==> src/rtl/cl_pkg.sv <==
package cl_pkg;
  localparam int REG_W  = 8;
  localparam int B_SEL1 = 7;   // routes pin_out[1]
  localparam int B_SEL0 = 6;   // routes pin_out[0]
  localparam int B_SEN  = 5;
  localparam int B_REN  = 4;
  localparam int B_PSET = 3;
  localparam int B_PRST = 2;
  localparam logic [REG_W-1:0] STORE_MASK = 8'hF0;

  typedef struct packed {
    logic sel1;
    logic sel0;
    logic set_en;
    logic rst_en;
  } cl_cfg_t;

  // reset dominates set, otherwise hold
  function automatic logic sr_next(logic q, logic s, logic r);
    return r ? 1'b0 : (s ? 1'b1 : q);
  endfunction

  function automatic logic route(logic sel, logic q, logic cmp);
    return sel ? q : cmp;
  endfunction
endpackage

==> src/rtl/cl_sync.sv <==
module cl_sync #(
  parameter int W      = 2,
  parameter int STAGES = 2
) (
  input  logic         clk,
  input  logic         rst_n,
  input  logic [W-1:0] d,
  output logic [W-1:0] q
);
  localparam int NS = (STAGES < 2) ? 2 : STAGES;

  for (genvar b = 0; b < W; b++) begin : g_bit
    logic [NS-1:0] chain;
    always_ff @(posedge clk or negedge rst_n) begin
      if (!rst_n) chain <= '0;
      else        chain <= {chain[NS-2:0], d[b]};
    end
    assign q[b] = chain[NS-1];
  end
endmodule

==> src/rtl/cl_ctrl_reg.sv <==
module cl_ctrl_reg
  import cl_pkg::*;
(
  input  logic             clk,
  input  logic             rst_n,
  input  logic             wr_en,
  input  logic [REG_W-1:0] wr_data,
  output cl_cfg_t          cfg,
  output logic [REG_W-1:0] rd_data,
  output logic             pulse_set,
  output logic             pulse_rst
);
  logic [REG_W-1:0] stored;

  always_ff @(posedge clk or negedge rst_n) begin
    if (!rst_n)     stored <= '0;
    else if (wr_en) stored <= wr_data & STORE_MASK;
  end

  assign cfg.sel1   = stored[B_SEL1];
  assign cfg.sel0   = stored[B_SEL0];
  assign cfg.set_en = stored[B_SEN];
  assign cfg.rst_en = stored[B_REN];
  assign rd_data    = stored;

  // self-clearing pulse bits: never stored, one-cycle request
  assign pulse_set = wr_en & wr_data[B_PSET];
  assign pulse_rst = wr_en & wr_data[B_PRST];
endmodule

==> src/rtl/cl_sr_core.sv <==
module cl_sr_core
  import cl_pkg::*;
(
  input  logic clk,
  input  logic rst_n,
  input  logic set_req,
  input  logic rst_req,
  output logic q
);
  always_ff @(posedge clk or negedge rst_n) begin
    if (!rst_n) q <= 1'b0;
    else        q <= sr_next(q, set_req, rst_req);
  end
endmodule

==> src/rtl/cmp_latch_ctrl.sv <==
module cmp_latch_ctrl
  import cl_pkg::*;
#(
  parameter int SYNC_STAGES = 2
) (
  input  logic             clk,
  input  logic             rst_n,
  input  logic             wr_en,
  input  logic [REG_W-1:0] wr_data,
  output logic [REG_W-1:0] rd_data,
  input  logic [1:0]       cmp_in,
  output logic [1:0]       cmp_status,
  output logic             latch_q,
  output logic [1:0]       pin_out
);
  localparam int N_CMP = 2;

  cl_cfg_t          cfg;
  logic             pulse_set, pulse_rst;
  logic [N_CMP-1:0] cmp_sync;
  logic             gated_set, gated_rst;
  logic             set_req, rst_req;
  logic [N_CMP-1:0] sel_vec;

  cl_sync #(.W(N_CMP), .STAGES(SYNC_STAGES)) i_sync (
    .clk(clk), .rst_n(rst_n), .d(cmp_in), .q(cmp_sync)
  );

  cl_ctrl_reg i_reg (
    .clk(clk), .rst_n(rst_n), .wr_en(wr_en), .wr_data(wr_data),
    .cfg(cfg), .rd_data(rd_data), .pulse_set(pulse_set), .pulse_rst(pulse_rst)
  );

  assign gated_set = cfg.set_en & cmp_sync[0];
  assign gated_rst = cfg.rst_en & cmp_sync[1];
  assign set_req   = gated_set | pulse_set;
  assign rst_req   = gated_rst | pulse_rst;

  cl_sr_core i_core (
    .clk(clk), .rst_n(rst_n), .set_req(set_req), .rst_req(rst_req), .q(latch_q)
  );

  assign sel_vec    = {cfg.sel1, cfg.sel0};
  assign cmp_status = cmp_sync;

  for (genvar i = 0; i < N_CMP; i++) begin : g_route
    assign pin_out[i] = route(sel_vec[i], latch_q, cmp_sync[i]);
  end
endmodule

==> config.mk <==
export PLATFORM = sky130hd
export DESIGN_NAME = cmp_latch_ctrl
export DESIGN_NICKNAME = d
export VERILOG_FILES = /design/src/rtl/cl_pkg.sv /design/src/rtl/cl_sync.sv /design/src/rtl/cl_ctrl_reg.sv /design/src/rtl/cl_sr_core.sv /design/src/rtl/cmp_latch_ctrl.sv
export SDC_FILE = /design/constraint.sdc
export NUM_CORES = 1
export LEC_CHECK = 0
export BUFFER_PORTS_ARGS = -buffer_cell sky130_fd_sc_hd__buf_4
export CAP_MARGIN = 20
export CORE_AREA = 8 8 45 47
export DETAILED_ROUTE_END_ITERATION = 6
export DIE_AREA = 0 0 53 55
export PLACE_DENSITY_LB_ADDON = 0.08
export SYNTH_ARGS = -nofsm -noshare
export SYNTH_HDL_FRONTEND = slang
export SYNTH_SLANG_ARGS = --single-unit
==> constraint.sdc <==
create_clock -name clk -period 0.9 [get_ports clk]
set_input_delay 0.045 -clock clk [delete_from_list [all_inputs] [get_ports clk]]
set_output_delay 0.045 -clock clk [all_outputs]
set_load 0.01 [all_outputs]
==> flow_summary_export.csv <==
group,metric,value,unit
detailed_routing,drc,0,
detailed_routing,via_per_inst,4.16,
die,die_y,55,um
cells_and_area,area_delta_synth_final,69.7,%
sta,finalSetupViolCount,7,
clock_tree,clock_sinks,9,
sta,finalHoldViolCount,0,
synth,synth_common_cells,"9 x dfrtp_1, 6 x buf_4, 6 x mux2_2, 2 x a221oi_2, 1 x conb_1",
detailed_routing,vias,283,
global_route,grt_pass1_wl,1390,um
synth,avgSynthCellArea,15.5,sq um
sta,finalSetupTns,-0.604,ns
die,core,1380,sq um
synth,synth_edf_count,0,
synth,synth-main-ff-cell,"dfrtp_1",
die,initial_utilization,26.9,%
clock_tree,cts_made_buffers,3,
power,p_leak,0.309,nW
cells_and_area,regArea,225,sq um
status,violations,"setup timing",
detailed_routing,drtPass1Iterations,1,
cells_and_area,num-fill-cells,143,
die,die_area,2920,sq um
setup_path,start_kind,"flip-flop",
die,rows,14,
detailed_routing,wl,890,um
power,p_per_area,1650,nW/um^2
job,drv_cap,0,
sta,final_max_slew_viol_count,0,
setup_path,path_max_fanout,2,
clock_tree,cts_root_buf,"clkbuf_4",
cells_and_area,multiInputGateArea,120,sq um
global_route,overflow,0,
sta,final.min_clock_period,1.12,ns
sta,setup_ws,-0.225,ns
cells_and_area,final_layout_size_suffix_gt1_share,65.4,%
power,ir_drop,0.787,mV
clock_tree,path_clk_slew,0.06,ns
global_route,grt_util_all_layers,7.00,%
clock_tree,cts_tree,"built",
setup_path,crit_arrival,1.08,ns
cells_and_area,instances_no_fill,68,
die,die_width,53,um
clock_tree,ctsHtreeMaxLevel,1,
clock_tree,clkLatencyLatePin,0.25,ns
placement,gp_congestion,0.635,
detailed_routing,detail-route-antenna-nets,0,
cells_and_area,nNetsFinal,66,
status,status,"complete, but fails checks",
sta,layout_worst_path_cycle_share,125,%
clock_tree,clockBufferDepth,2,
synth,synth_top_cells_by_area,"dfrtp_1 61%, mux2_2 18%, buf_4 12%, a221oi_2 8.1%, conb_1 1.0%",
synth,syn_inst,24,
die,ios,26,
synth,syn_area,372,sq um
global_route,grt_pass1_vias,305,
cells_and_area,insertedDiodeCount,0,
synth,yosysTopAreaCell,"dfrtp_1",
sta,fin_skew,0.00137,ns
setup_path,end_kind,"output port",
placement,io_buffers,19,
power,fin_total_pwr,1.04,mW
global_route,grt_max_degree,10,
sta,timing.fmax,889,MHz
placement,dpl.cell_count,56,
synth,ys_ff_latch,9,
synth,seq_area_frac_synth,60.6,%
synth,async_flop_share,100,%
setup_path,critPathRequiredTime,0.85,ns
detailed_routing,wl_per_cell,13.1,um
global_route,antenna_found_initial,0,
synth,yosys.area.top_type_share,60.6,%
setup_path,crit_type,"flip-flop to output port",
hold_path,min_path_type,"input pin to flip-flop",
sta,rsz0062_at_grt,"true",
synth,yosysWarnings,0,
synth,synth_most_common_cell,"dfrtp_1",
detailed_routing,first_iter_violations,0,
synth,ys_types,5,
==> area by class of cell <==
class	instances	area share (%)
clock buffer	4	4.17
multi-input combinational	12	19.0
sequential	9	35.7
tap	16	3.17
timing repair buffer	27	37.9
==> cell usage in the layout (no fill, tap or decap) <==
| cell | count |
|---|---|
| a221oi_2 | 2 |
| buf_4 | 16 |
| buf_6 | 7 |
| clkbuf_1 | 1 |
| clkbuf_4 | 3 |
| conb_1 | 4 |
| dfrtp_1 | 9 |
| dlygate4sd3_1 | 4 |
| mux2_2 | 4 |
| mux2_4 | 2 |
==> final timing paths <==
check | startpoint | to | slack, ns | depth (start not counted)
max | i_reg.rd_data[7] | pin_out[1] | -0.22 | 2
min | wr_data[4] | i_reg.rd_data[4] | 0.03 | 2
max reg2reg | i_core.q | i_core.q | -0.01 | 3
min reg2reg | i_sync.g_bit[0].chain[0] | i_sync.g_bit[0].chain[1] | 0.35 | 0
max in group asynchronous | rst_n | i_reg.rd_data[5] | 0.62 | 2
min in group asynchronous | rst_n | i_sync.g_bit[1].chain[0] | 0.15 | 2
==> layer usage <==
| metal | vias up | wire [um] | GRT usage (%) |
|---|---|---|---|
| met2 | 14 | 428 | 9.18 |
| li1 | 131 | - | - |
| met4 | 0 | 0 | 5.17 |
| met5 | - | 0 | 0 |
| met3 | 0 | 131 | 5.08 |
| met1 | 138 | 330 | 7.62 |
==> logic make-up after synthesis <==
logic type	synth area share [%]
multiplexers	18.2
buffers and inverters	12.1
flip-flops	60.6
AO/OA/AOI/OAI	8.08
other	1.01
==> where the power goes <==
group | switching (mW) | internal, mW | leakage [nW] | total (mW)
Sequential | 0.0287 | 0.438 | 0.106 | 0.467
Clock | 0.127 | 0.170 | 0.0150 | 0.297
Combinational | 0.0952 | 0.180 | 0.188 | 0.275
Total | 0.251 | 0.789 | 0.309 | 1.04
==> timing repair <==
item                                   CTS  global route
resized for setup                        6             3
setup endpoints to repair                2            10
gates cloned                             0             0
buffers inserted                         3             1
hold buffers                             4             0
pin swaps                                0             0
endpoints found under the hold margin   12             0
==> state kept, by name, indices dropped and copies added, names as in the netlist <==
name	cells
i_core.q	1
i_reg.rd_data	4
i_sync.g_bit.chain	4
==> per-stage QoR <==
step | hold slack (ns) | instance area [sq um] | worst slack, ns | util (%)
3_5_place_dp | -0.123 | 500 | 0.0104 | 36.2
6_report | 0.0251 | 631 | -0.225 | 45.6
5_1_grt | 0.00838 | 631 | -0.276 | 45.6
3_3_place_gp | -0.128 | 500 | 0.00712 | 36.2
4_1_cts | 0.0135 | 612 | -0.239 | 44.2
2_1_floorplan | -0.251 | 383 | 0.0548 | -
==> critical path, stage by stage (launching register included) <==
cell,delay [ns]
dfrtp_1,0.40
mux2_4,0.31
buf_6,0.12
No activity file was read; power rests on OpenSTA's default activity.
